<file path="src/rtl/cwa_pkg.sv">
package cwa_pkg;
  typedef enum logic {SEQ_IDLE, SEQ_RUN} seq_state_e;

  function automatic int growth_bits(input int rows);
    return (rows > 1) ? $clog2(rows) : 0;
  endfunction
endpackage

</file>
<file path="src/rtl/cwa_seq.sv">
module cwa_seq
  import cwa_pkg::*;
#(
  parameter int ROWS = 8,
  parameter int BITS = 8,
  parameter int LW   = $clog2(BITS + 1),
  parameter int SW   = $clog2(ROWS + BITS + growth_bits(ROWS))
) (
  input  logic          clk,
  input  logic          rst_n,
  input  logic          in_valid,
  input  logic [LW-1:0] in_len,
  input  logic          res_valid,
  input  logic          res_ready,
  output logic          in_ready,
  output logic          accept,
  output logic          run,
  output logic          adv,
  output logic [SW-1:0] step,
  output logic [LW-1:0] len_q
);
  localparam int G = growth_bits(ROWS);

  seq_state_e    state_q;
  logic [SW-1:0] step_q;
  logic [LW-1:0] len_eff;
  logic [SW:0]   last_step;

  // a looped instruction: one command, expanded into ROWS+L+G-1 bit steps
  assign len_eff   = (in_len == '0 || in_len > LW'(BITS)) ? LW'(BITS) : in_len;
  assign last_step = (SW+1)'(ROWS + G - 2) + (SW+1)'(len_q);

  assign in_ready = (state_q == SEQ_IDLE);
  assign run      = (state_q == SEQ_RUN);
  assign accept   = in_valid && in_ready;
  // the whole wavefront freezes while a live beat waits for the host
  assign adv      = run && !(res_valid && !res_ready);
  assign step     = step_q;

  always_ff @(posedge clk or negedge rst_n) begin
    if (!rst_n) begin
      state_q <= SEQ_IDLE;
      step_q  <= '0;
      len_q   <= LW'(BITS);
    end else if (accept) begin
      state_q <= SEQ_RUN;
      step_q  <= '0;
      len_q   <= len_eff;
    end else if (adv) begin
      if ({1'b0, step_q} == last_step) begin
        state_q <= SEQ_IDLE;
        step_q  <= '0;
      end else begin
        step_q <= step_q + 1'b1;
      end
    end
  end
endmodule

</file>
<file path="src/rtl/cwa_row.sv">
module cwa_row
  import cwa_pkg::*;
#(
  parameter int ROW  = 0,
  parameter int ROWS = 8,
  parameter int BITS = 8,
  parameter int LW   = $clog2(BITS + 1),
  parameter int SW   = $clog2(ROWS + BITS + growth_bits(ROWS))
) (
  input  logic            clk,
  input  logic            rst_n,
  input  logic            load,
  input  logic [BITS-1:0] load_opnd,
  input  logic            seg_head,
  input  logic            run,
  input  logic            adv,
  input  logic [SW-1:0]   step,
  input  logic [LW-1:0]   len,
  input  logic            psum_in,
  output logic            sum_bit,
  output logic            active,
  output logic            psum_q
);
  localparam int G   = growth_bits(ROWS);
  localparam int BIW = (BITS > 1) ? $clog2(BITS) : 1;

  logic [BITS-1:0] opnd_q;
  logic            carry_q;
  logic [SW:0]     rel;
  logic            in_field, a_bit, c_in, p_in, s_bit;

  // this row's bit address trails the command by ROW steps
  assign rel      = {1'b0, step} - (SW+1)'(ROW);
  assign active   = run && ({1'b0, step} >= (SW+1)'(ROW))
                        && (rel < ((SW+1)'(len) + (SW+1)'(G)));
  assign in_field = rel < (SW+1)'(len);
  assign a_bit    = in_field ? opnd_q[rel[BIW-1:0]] : 1'b0;
  assign c_in     = (rel == '0) ? 1'b0 : carry_q;
  assign p_in     = seg_head ? 1'b0 : psum_in;
  assign s_bit    = a_bit ^ p_in ^ c_in;
  assign sum_bit  = active & s_bit;

  always_ff @(posedge clk or negedge rst_n) begin
    if (!rst_n) begin
      opnd_q  <= '0;
      carry_q <= 1'b0;
      psum_q  <= 1'b0;
    end else if (load) begin
      opnd_q  <= load_opnd;
      carry_q <= 1'b0;
      psum_q  <= 1'b0;
    end else if (adv && active) begin
      carry_q <= (a_bit & p_in) | (a_bit & c_in) | (p_in & c_in);
      psum_q  <= s_bit;
    end
  end
endmodule

</file>
<file path="src/rtl/col_wave_acc.sv">
module col_wave_acc
  import cwa_pkg::*;
#(
  parameter int ROWS = 8,
  parameter int BITS = 8,
  localparam int G   = growth_bits(ROWS),
  localparam int LW  = $clog2(BITS + 1),
  localparam int SW  = $clog2(ROWS + BITS + G)
) (
  input  logic                 clk,
  input  logic                 rst_n,
  input  logic                 in_valid,
  output logic                 in_ready,
  input  logic [ROWS*BITS-1:0] in_opnd,
  input  logic [ROWS-1:0]      in_brk,
  input  logic [LW-1:0]        in_len,
  output logic                 res_valid,
  input  logic                 res_ready,
  output logic [ROWS-1:0]      res_bits,
  output logic [ROWS-1:0]      res_mask,
  output logic [SW-1:0]        res_step
);
  logic            accept, run, adv;
  logic [SW-1:0]   step;
  logic [LW-1:0]   len_q;
  logic [ROWS-1:0] brk_q, bottom, sum_bit, active, psum;

  cwa_seq #(.ROWS(ROWS), .BITS(BITS), .LW(LW), .SW(SW)) u_seq (
    .clk(clk), .rst_n(rst_n), .in_valid(in_valid), .in_len(in_len),
    .res_valid(res_valid), .res_ready(res_ready), .in_ready(in_ready),
    .accept(accept), .run(run), .adv(adv), .step(step), .len_q(len_q)
  );

  // row 0 always heads a segment
  always_ff @(posedge clk or negedge rst_n) begin
    if (!rst_n)      brk_q <= {ROWS{1'b1}};
    else if (accept) brk_q <= in_brk | ROWS'(1);
  end

  for (genvar r = 0; r < ROWS; r++) begin : g_row
    if (r == ROWS - 1) begin : g_last
      assign bottom[r] = 1'b1;
    end else begin : g_mid
      assign bottom[r] = brk_q[r+1];
    end

    // the chain wraps into row 0, whose head flag always blocks it
    cwa_row #(.ROW(r), .ROWS(ROWS), .BITS(BITS), .LW(LW), .SW(SW)) u_row (
      .clk(clk), .rst_n(rst_n), .load(accept),
      .load_opnd(in_opnd[r*BITS +: BITS]), .seg_head(brk_q[r]),
      .run(run), .adv(adv), .step(step), .len(len_q),
      .psum_in(psum[(r + ROWS - 1) % ROWS]),
      .sum_bit(sum_bit[r]), .active(active[r]), .psum_q(psum[r])
    );
  end

  assign res_mask  = active & bottom;
  assign res_bits  = sum_bit & res_mask;
  assign res_valid = |res_mask;
  assign res_step  = step;
endmodule

</file>
<file path="config.mk">
export PLATFORM = sky130hd
export DESIGN_NAME = col_wave_acc
export DESIGN_NICKNAME = d
export VERILOG_FILES = /design/src/rtl/cwa_pkg.sv /design/src/rtl/cwa_seq.sv /design/src/rtl/cwa_row.sv /design/src/rtl/col_wave_acc.sv
export SDC_FILE = /design/constraint.sdc
export NUM_CORES = 1
export LEC_CHECK = 0
export BUFFER_PORTS_ARGS = -buffer_cell sky130_fd_sc_hd__buf_2
export CAP_MARGIN = 20
export CELL_PAD_IN_SITES_DETAIL_PLACEMENT = 0
export CELL_PAD_IN_SITES_GLOBAL_PLACEMENT = 1
export CORE_MARGIN = 4
export CORE_UTILIZATION = 47
export CTS_CLUSTER_DIAMETER = 80
export DETAILED_ROUTE_END_ITERATION = 6
export GPL_TIMING_DRIVEN = 0
export PLACE_DENSITY = 0.91
export SYNTH_ARGS = -nofsm -noshare
export SYNTH_HDL_FRONTEND = slang
export SYNTH_SLANG_ARGS = --single-unit
</file>
<file path="constraint.sdc">
create_clock -name clk -period 9.79 [get_ports clk]
set_input_delay 0.979 -clock clk [delete_from_list [all_inputs] [get_ports clk]]
set_output_delay 0.979 -clock clk [all_outputs]
set_load 0.02 [all_outputs]
</file>
==> key figures, run 1 <==
Clock network
  • Clock latency on the worst-skew pair: 0.35 ns
  • H-tree depth: 3
  • CTS Root Cell: clkbuf_16
  • Clock-pin slew on the worst setup and hold paths: 0.07 ns
  • CTS Sinks: 96
  • CTS resizes: 0
  • Hold_buf cts: 0
  • Num CTS Buffers: 9
  • TritonCTS clock tree: yes
  • Post-CTS Setup Inserts: 0
  • Clk buf depth: 2

Finish
  • Reg area: 2412 sq um
  • Footprint of the multi-input gates: 3770 sq um
  • Layout cells sized above 1: 0.1940
  • Nets: 985
  • Synth-to-Final Area Change: 16.43%
  • Diodes inserted: 0
  • FILL cells: 1,249
  • Fin area: 7527 sq um

Synthesis
  • Most area-consuming cells after synthesis: dfrtp_1, nand2_1, ha_1, mux4_2, dfstp_2
  • Netlist cell types: 73
  • Synthesized flop and latch total: 96
  • YS warnings: 0
  • Sequential-to-total area share from yosys stat: 0.3731
  • Ys flop type: dfrtp_1
  • Mux cell area share after synthesis: 0.07432
  • EDFF count, synth: 0
  • Top-area cell type share of the netlist area: 0.3406
  • Compound-Gate Fraction of Synth Area: 0.1074
  • Synth cell count leaders: nand2_1, dfrtp_1, ha_1
  • Cell taking the most area after synthesis: dfrtp_1
  • Most numerous cell in the Yosys netlist: nand2_1
  • Largest family of logic cells by synthesized area: simple AND/OR/NAND/NOR gates
  • Post-Synthesis Cell Area: 6465 sq um
  • Synth Area in Simple Gates: 0.2201
  • Cells after Synth: 722
  • Synth Area in Adders: 0.1500
  • Syn avg cell area: 8.954 sq um
  • Syn nets: 872
  • Synth async-reset ratio: 1.000
  • XOR/XNOR share of the synthesized area: 0.03135

Job
  • Max_cap viols: 0

Worst setup path
  • Crit Path Class: flip-flop to output pin
  • Worst setup EP type: output pin
  • Crit path required time: 8.81 ns
  • Worst path arrival time: 5.57 ns
  • Worst Path Max Fanout: 14
  • CP startpoint kind: flip-flop

Floorplan
  • Rows: 42
  • Die H: 125.3 um
  • Starting density of the core: 0.4843
  • IO Pins: 103
  • Die area: 15,700 sq um
  • Die extent in x: 125.3 um
  • Core ar.: 13,350 sq um

GRT
  • Initial antenna violation count: 0
  • Remaining Overflow, GRT: 0
  • Largest net degree at the start of global routing: 61
  • First-pass GRT wire length: 30.10 mm
  • Vias in the first global route: 5,718
  • Total track usage: 0.2416

Routing
  • DR top layer: met4
  • DRC viols: 0
  • Via count: 5,587
  • Total Wirelength: 18.77 mm
  • DR pass1 iterations: 5
  • ANT nets after route: 0
  • DRT iter0 DRCs: 391
  • Wire length on met3: 849 um
  • DR WL met2: 9.067 mm
  • Vias per cell: 5.499
  • WL met1: 8.500 mm
  • Wirelength per Cell: 18.48 um

Timing
  • RSZ-0062 raised after global routing: false
  • Final setup vio count: 0
  • Slew at the pin closest to its max-slew limit: 0.9026 ns
  • Setup TNS: 0 ns
  • Clock Skew: 0.007414 ns
  • Tmin final: 6.546 ns
  • Max Freq: 152.8 MHz
  • Final Hold Viols: 0
  • Max-slew headroom: 0.3983
  • Final critical-path share of the clock period: 0.6686
  • Final Slew Violations: 0
  • WHS: 0.4732 ns

Min path
  • Hold/Removal Path Class: flip-flop to flip-flop

Status
  • Status: completed

Place
  • GPL Wtd Cong: 0.9019
  • Port buffer count: 101
  • Post-DP HPWL: 14.40 mm
  • Placed cell areas: 7221 sq um
==> through the flow <==
stage                 util  instances  worst slack [ns]
floorplan                -        722             4.923
global placement    0.5387        999             3.690
detailed placement  0.5410       1000             3.652
CTS                 0.5639       1016             3.258
global route        0.5639       1016             3.077
finish              0.5639       1016             3.244
==> cell families (layout without fill, tap and decap cells) <==
family	after synthesis	count (layout)
AOI/OAI and AO/OA	98	98
buffers and inverters	69	187
adders and majority gates	74	74
DFF	96	96
xor gates and xnor gates	21	21
muxes	28	28
and+or+nand+nor	336	336
==> sequential cells by signal (all words and copies together) (netlist names) <==
signal               count
u_seq.len_q              4
g_row.u_row.psum_q       7
u_seq.step               5
brk_q                    7
u_seq.run                1
g_row.u_row.opnd_q      64
g_row.u_row.carry_q      8
==> critical path, stage by stage, from the launching register on <==
cell and delay [ns]:
dfrtp_1 0.77, clkbuf_1 0.67, inv_1 0.36, ha_1 0.46, clkbuf_1 0.54, inv_1 0.29, ha_1 0.37, a21o_1 0.19
a21oi_1 0.15, o22ai_1 0.09, or4_1 0.47, fa_1 0.53, nor2_1 0.13, buf_2 0.19
==> path summary, 6_finish.rpt <==
kind / depth (start not counted) / to / startpoint / slack (ns)
min in group asynchronous: 1 / u_seq.len_q[1] / rst_n / 0.60
max in group asynchronous: 2 / brk_q[6] / rst_n / 8.47
worst max-delay path: 13 / res_bits[1] / u_seq.step[1] / 3.24
worst min-delay path: 2 / brk_q[4] / brk_q[4] / 0.47
worst min register to register: 2 / brk_q[4] / brk_q[4] / 0.47
worst max register to register: 15 / g_row[6].u_row.psum_q / u_seq.step[1] / 4.07
==> placed cells by master (no fill, tap or decap), drive strengths merged, types with 3 or more instances in the layout <==
cell    synthesis  final
nor2           20     20
ha             63     63
o41ai           4      4
or4             4      4
nor2b           5      5
clkinv          1      3
a21oi          18     18
xor2            3      3
nor3            3      3
mux2i          12     12
xnor2          18     18
o22ai           3      3
inv            37     38
nand3b          5      5
maj3            4      4
nand2         261    261
fa              7      7
o21ai          23     23
or3             4      4
clkbuf         22     33
dfstp           8      8
nand2b          9      9
buf             9    111
o21bai          3      3
mux4           16     16
dfrtp          88     88
o211ai          6      6
a21o           10     10
nand4           4      4
nand3          10     10
==> final cells by class <==
cell class	count	share of cell area
Clock inverter	5	0.008477
Multi-Input combinational cell	557	0.5008
Inverter	38	0.01928
Buffer	31	0.01828
Clock buffer	11	0.03225
Sequential cell	96	0.3205
Tap cell	176	0.02926
Timing Repair Buffer	102	0.07114
==> per-layer routing <==
metal,vias up,global-route usage
met5,-,0
met3,27,0.03198
met4,0,0.06760
met2,157,0.4103
li1,2671,-
met1,2732,0.3266
Power of run 1 is left out: the tool's default activity adds up to more than one toggle a clock period on the data nets, which glitch-free logic cannot reach.
==> run 2, diff against run 1 <==
- ABC_AREA: default -> 1
- CORE_UTILIZATION: 47 -> 42
- PLACE_DENSITY: 0.91 -> 0.86
- clock period: 9.79 -> 6.7 ns (I/O delays scaled with it)
==> key figures, run 2 <==
Status
  • Status: completed

Worst setup path
  • Worst setup EP type: output pin
  • Critical path's slowest cell: ha_1
  • CP startpoint kind: flip-flop
  • Crit path required time: 6.03 ns
  • R2R Path End: g_row[5].u_row.psum_q
  • RR Startpoint: u_seq.step[0]
  • Path depth of the worst reg2reg path: 15
  • Worst path arrival time: 5.44 ns
  • Worst Path Max Fanout: 14
  • Crit Path Class: flip-flop to output pin
  • Flop2flop setup slack: 1.60 ns
  • CP Cell Sequence: buf_2, clkinv_1, buf_1, ha_1, inv_1, clkbuf_1, ha_1, a21oi_1, nor2_1, o21ai_0, o2111ai_1, fa_1, nor2_1, buf_2
  • Delay of the slowest critical-path stage: 0.64 ns

Timing
  • Clock Skew: 0.007577 ns
  • Final Slew Violations: 0
  • Final Hold Viols: 0
  • Max-slew headroom: 0.2581
  • Final critical-path share of the clock period: 0.9116
  • Slew at the pin closest to its max-slew limit: 1.085 ns
  • RSZ-0062 raised after global routing: false
  • Setup TNS: 0 ns
  • Tmin final: 6.108 ns
  • Max Freq: 163.7 MHz
  • Final setup vio count: 0
  • Setup WS post-layout: 0.5925 ns

Synthesis
  • Syn avg cell area: 7.309 sq um
  • Most area-consuming cells after synthesis: dfrtp_1, nand2_1, ha_1, inv_1, nand3_1
  • Synth async-reset ratio: 1.000
  • Sequential-to-total area share from yosys stat: 0.3584
  • YS warnings: 0
  • Top-area cell type share of the netlist area: 0.3271
  • Syn nets: 1,071
  • Synthesized flop and latch total: 96
  • Netlist cell types: 48
  • Post-Synthesis Cell Area: 6731 sq um
  • Cell taking the most area after synthesis: dfrtp_1
  • Synth cell count leaders: nand2_1, dfrtp_1, inv_1
  • Cells after Synth: 921
  • EDFF count, synth: 0
  • Most numerous cell in the Yosys netlist: nand2_1
  • Ys flop type: dfrtp_1

Floorplan
  • IO Pins: 103
  • Die H: 134.6 um
  • Die extent in x: 134.6 um
  • Starting density of the core: 0.4268
  • Core ar.: 15,770 sq um
  • Die area: 18,120 sq um
  • Rows: 46

Place
  • Post-DP HPWL: 15.59 mm
  • Port buffer count: 101
  • GPL Wtd Cong: 0.9035
  • Dpl ws: 1.069 ns
  • Placed insts: 1,239
  • Placed cell areas: 7537 sq um

GRT
  • Initial antenna violation count: 0
  • First-pass GRT wire length: 33.00 mm
  • Vias in the first global route: 6,258
  • Remaining Overflow, GRT: 0
  • Largest net degree at the start of global routing: 70
  • Total track usage: 0.2340

Clock network
  • CTS resizes: 0
  • Clk buf depth: 2
  • Hold_buf cts: 0
  • TritonCTS clock tree: yes
  • H-tree depth: 3
  • Post-CTS Setup Inserts: 0
  • CTS Sinks: 96
  • Clock latency on the worst-skew pair: 0.36 ns
  • Clock-pin slew on the worst setup and hold paths: 0.07 ns
  • CTS Root Cell: clkbuf_16
  • Num CTS Buffers: 9

Finish
  • Layout Cells excl Fill: 1,255
  • Most common cell after layout, fill and taps aside: nand2_1
  • Layout cells sized above 1: 0.1598
  • Largest register FFs: 64
  • Fin util: 0.4987
  • Synth-to-Final Area Change: 16.84%
  • Nets: 1,184
  • Commonest cells after routing, fill and taps aside: nand2_1, buf_2, dfrtp_1
  • Reg with most FFs: g_row.u_row.opnd_q
  • Fin area: 7865 sq um
  • Biggest regs: g_row.u_row.opnd_q: 64 flops, g_row.u_row.carry_q: 8 flops
  • Diodes inserted: 0

Routing
  • Vias per cell: 5.015
  • Wirelength per Cell: 16.19 um
  • DRT iter0 DRCs: 380
  • ANT nets after route: 0
  • DR pass1 iterations: 5
  • DRC viols: 0
  • Via count: 6,294
  • Total Wirelength: 20.32 mm

Power and ir drop
  • Peak VDD IR: 196.4 uV
  • Power Density: 549.3 nW/um^2
  • P_leak: 4.285 nW

Min path
  • Hold/Removal Path Class: input pin to async pin

Job
  • Max_cap viols: 0
run 2: stage by stage:
stage          power [mW]  hold slack, ns
2_1_floorplan       2.926          0.3744
3_3_place_gp        3.685          0.4590
3_5_place_dp        3.718          0.4603
4_1_cts             4.317          0.2584
5_1_grt             4.782          0.2769
6_report            4.320          0.2474
run 2: area by class of cell:
cell class | count | area, sq um
Fill cell | 1707 | 7905
Multi-Input combinational cell | 703 | 3824
Sequential cell | 96 | 2412
Timing Repair Buffer | 102 | 535.5
Inverter | 86 | 322.8
Tap cell | 216 | 270.3
Clock buffer | 9 | 225.2
Buffer | 36 | 172.7
Clock inverter | 7 | 102.6
run 2: logic make-up after synthesis:
logic type / share of synthesized area
simple gates: 0.3216
buf+inv: 0.07361
compound gates: 0.09164
flops: 0.3584
fa+ha+maj: 0.1379
xor+xnor: 0.01691
run 2: worst max-delay path by stage:
stage                     depth (start not counted)     endpoint     startpoint  slack, ns
after CTS                                        14  res_bits[1]  u_seq.step[0]       0.65
after detailed placement                         14  res_bits[1]  u_seq.step[0]       1.07
after global routing                             14  res_bits[1]  u_seq.step[0]       0.40
final                                            14  res_bits[1]  u_seq.step[0]       0.59
after global placement                           14  res_bits[1]  u_seq.step[0]       1.02
after floorplan                                  13  res_bits[1]  u_seq.step[0]       2.34
run 2: metal layers:
layer	part of all wire	up-vias	global-route usage
met5	0	-	0
met2	0.46	204	0.3804
met4	0.027	0	0.07523
li1	-	3164	-
met3	0.059	30	0.03838
met1	0.45	2896	0.3208
run 2: critical path: cells and delay by family (launching register included):
family | cells | cell delay, ns
simple gates | 2 | 0.18
flops | 1 | 0.55
fa+ha+maj | 3 | 1.57
compound gates | 3 | 0.66
buf+inv | 6 | 2.09
run 2: report_power, final:
part	leakage (nW)	total [mW]	switching, mW	internal, mW
combinational	2.92	2.72	1.79	0.935
clock	0.162	0.579	0.247	0.333
sequential	1.20	1.02	0.176	0.843
total	4.29	4.32	2.21	2.11
No activity file was read; power rests on OpenSTA's default activity.
==> run 3, diff against run 2 <==
- CORE_UTILIZATION: 42 -> 43
- PLACE_DENSITY: 0.86 -> 0.87
- SYNTH_HIERARCHICAL: default -> 1
==> key figures, run 3 <==
Worst setup path
  • Worst Path Max Fanout: 36
  • Worst setup EP type: output pin
  • Worst path arrival time: 3.84 ns
  • RR Startpoint: u_seq/step[1]
  • Crit Path Class: flip-flop to output pin
  • CP startpoint kind: flip-flop
  • CP Launch Point: u_seq/step[1]
  • Crit path required time: 6.03 ns

Clock network
  • CTS resizes: 0
  • Clk buf depth: 2
  • H-tree depth: 3
  • Num CTS Buffers: 9
  • CTS Sinks: 97
  • Clock latency on the worst-skew pair: 0.35 ns
  • Post-CTS Setup Inserts: 0
  • TritonCTS clock tree: yes
  • Hold_buf cts: 0
  • Clock-pin slew on the worst setup and hold paths: 0.07 ns
  • CTS Root Cell: clkbuf_16

Timing
  • Final Slew Violations: 0
  • Slew at the pin closest to its max-slew limit: 0.9907 ns
  • Final setup vio count: 0
  • WHS: 0.3467 ns
  • Final critical-path share of the clock period: 0.6729
  • Final Hold Viols: 0
  • Max-slew headroom: 0.3395
  • Tmin final: 4.508 ns
  • Max Freq: 221.8 MHz
  • Setup TNS: 0 ns
  • Clock Skew: 0.005658 ns
  • RSZ-0062 raised after global routing: false

Floorplan
  • Die extent in x: 143.8 um
  • IO Pins: 103
  • Die H: 143.8 um
  • Rows: 49
  • Core ar.: 18,020 sq um
  • Die area: 20,690 sq um
  • Starting density of the core: 0.4401

Place
  • Post-DP HPWL: 14.22 mm
  • GPL Wtd Cong: 0.8538
  • Placed insts: 1,478
  • Port buffer count: 101

Finish
  • Most common cell after layout, fill and taps aside: nand2_1
  • FILL cells: 1,846
  • Commonest cells after routing, fill and taps aside: nand2_1, inv_1, buf_2
  • Layout Cells excl Fill: 1,496
  • Synth-to-Final Area Change: 15.68%
  • Diodes inserted: 0
  • Nets: 1,420
  • Largest register FFs: 64
  • Biggest regs: g_row.u_row/opnd_q: 64 flops, g_row.u_row/carry_q: 8 flops, g_row.u_row/psum_q: 8 flops
  • Layout cells sized above 1: 0.1760
  • Reg with most FFs: g_row.u_row/opnd_q

GRT
  • First-pass GRT wire length: 32.71 mm
  • Largest net degree at the start of global routing: 51
  • Vias in the first global route: 6,843
  • Remaining Overflow, GRT: 0
  • Initial antenna violation count: 0
  • Met2 Use GR: 0.3163
  • Met3 Resource Use GR: 0.03295
  • Met1 usage: 0.2730
  • Gr busiest metal: met2
  • Total track usage: 0.1960

Synthesis
  • Most area-consuming cells after synthesis: dfrtp_1, nand2_1, ha_1, inv_1, o21ai_0
  • Ys flop type: dfrtp_1
  • Sequential-to-total area share from yosys stat: 0.3073
  • Synthesized flop and latch total: 97
  • EDFF count, synth: 0
  • Synth cell count leaders: nand2_1, inv_1, dfrtp_1
  • Netlist cell types: 49
  • Cells after Synth: 1,143
  • YS warnings: 6
  • Post-Synthesis Cell Area: 7933 sq um
  • Syn nets: 1,301
  • Synth async-reset ratio: 1.000
  • Top-area cell type share of the netlist area: 0.2808
  • Syn avg cell area: 6.940 sq um
  • Cell taking the most area after synthesis: dfrtp_1
  • Most numerous cell in the Yosys netlist: nand2_1

Routing
  • DR pass1 iterations: 5
  • Vias per cell: 4.852
  • Total Wirelength: 19.71 mm
  • Via count: 7,258
  • DRC viols: 0
  • DRT iter0 DRCs: 336
  • Wirelength per Cell: 13.17 um
  • ANT nets after route: 0

Status
  • Status: completed

Job
  • Max_cap viols: 0

Min path
  • Hold/Removal Path Class: input pin to async pin
## run 3: logic make-up after synthesis
| group | Yosys count | synth area share |
|---|---|---|
| AO/OA/AOI/OAI | 175 | 0.1260 |
| adder cells (fa/ha/maj) | 78 | 0.1306 |
| XOR/XNOR | 18 | 0.02082 |
| other | 1 | 0.0004727 |
| flip-flops | 97 | 0.3073 |
| buffers and inverters | 240 | 0.1199 |
| AND/OR/NAND/NOR | 534 | 0.2950 |
## run 3: critical path, stage by stage (launching register included)
cell      delay (ns)
dfrtp_2         0.95
inv_1           0.23
ha_1            0.25
inv_1           0.06
nand2_1         0.08
nand2_1         0.14
inv_1           0.10
ha_1            0.27
inv_1           0.03
nor2_1          0.11
o22ai_1         0.08
o211ai_1        0.10
a21oi_1         0.09
fa_1            0.54
inv_1           0.05
nor2_1          0.09
inv_1           0.04
nor2_1          0.10
buf_2           0.17
## run 3: worst paths after layout
path                                             to  slack (ns)  cells after the start
setup / recovery                        res_bits[5]        2.19                     18
hold / removal             g_row[2].u_row/opnd_q[0]        0.35                      1
max in group asynchronous                  brk_q[5]        5.62                      2
hold reg to reg            g_row[4].u_row/opnd_q[6]        0.47                      2
min in group clk           g_row[4].u_row/opnd_q[6]        0.47                      2
setup reg to reg              g_row[0].u_row/psum_q        2.25                     22
## run 3: area by class of cell
| class | count | area, sq um | area share |
|---|---|---|---|
| multi-input combinational | 806 | 4544 | 0.4952 |
| clock inverter | 2 | 15.01 | 0.001636 |
| inverter | 224 | 840.8 | 0.09163 |
| buffer | 16 | 110.1 | 0.01200 |
| timing repair buffer | 108 | 685.7 | 0.07472 |
| tap | 229 | 286.5 | 0.03122 |
| sequential | 97 | 2440 | 0.2659 |
| clock buffer | 14 | 254.0 | 0.02768 |
## run 3: stage by stage
stage,utilization,instance area (sq um),setup WS (ns)
2_1_floorplan,-,7933,2.480
3_3_place_gp,0.4840,8725,1.688
3_5_place_dp,0.4911,8852,2.382
4_1_cts,0.5060,9121,2.179
5_1_grt,0.5091,9176,1.924
6_report,0.5091,9176,2.192
## run 3: per-layer routing
| layer | vias up | wire, um |
|---|---|---|
| li1 | 3820 | - |
| met2 | 150 | 8898 |
| met5 | - | 0 |
| met4 | 0 | 252 |
| met3 | 15 | 983 |
| met1 | 3273 | 9575 |
Power of run 3 is left out for the same reason.
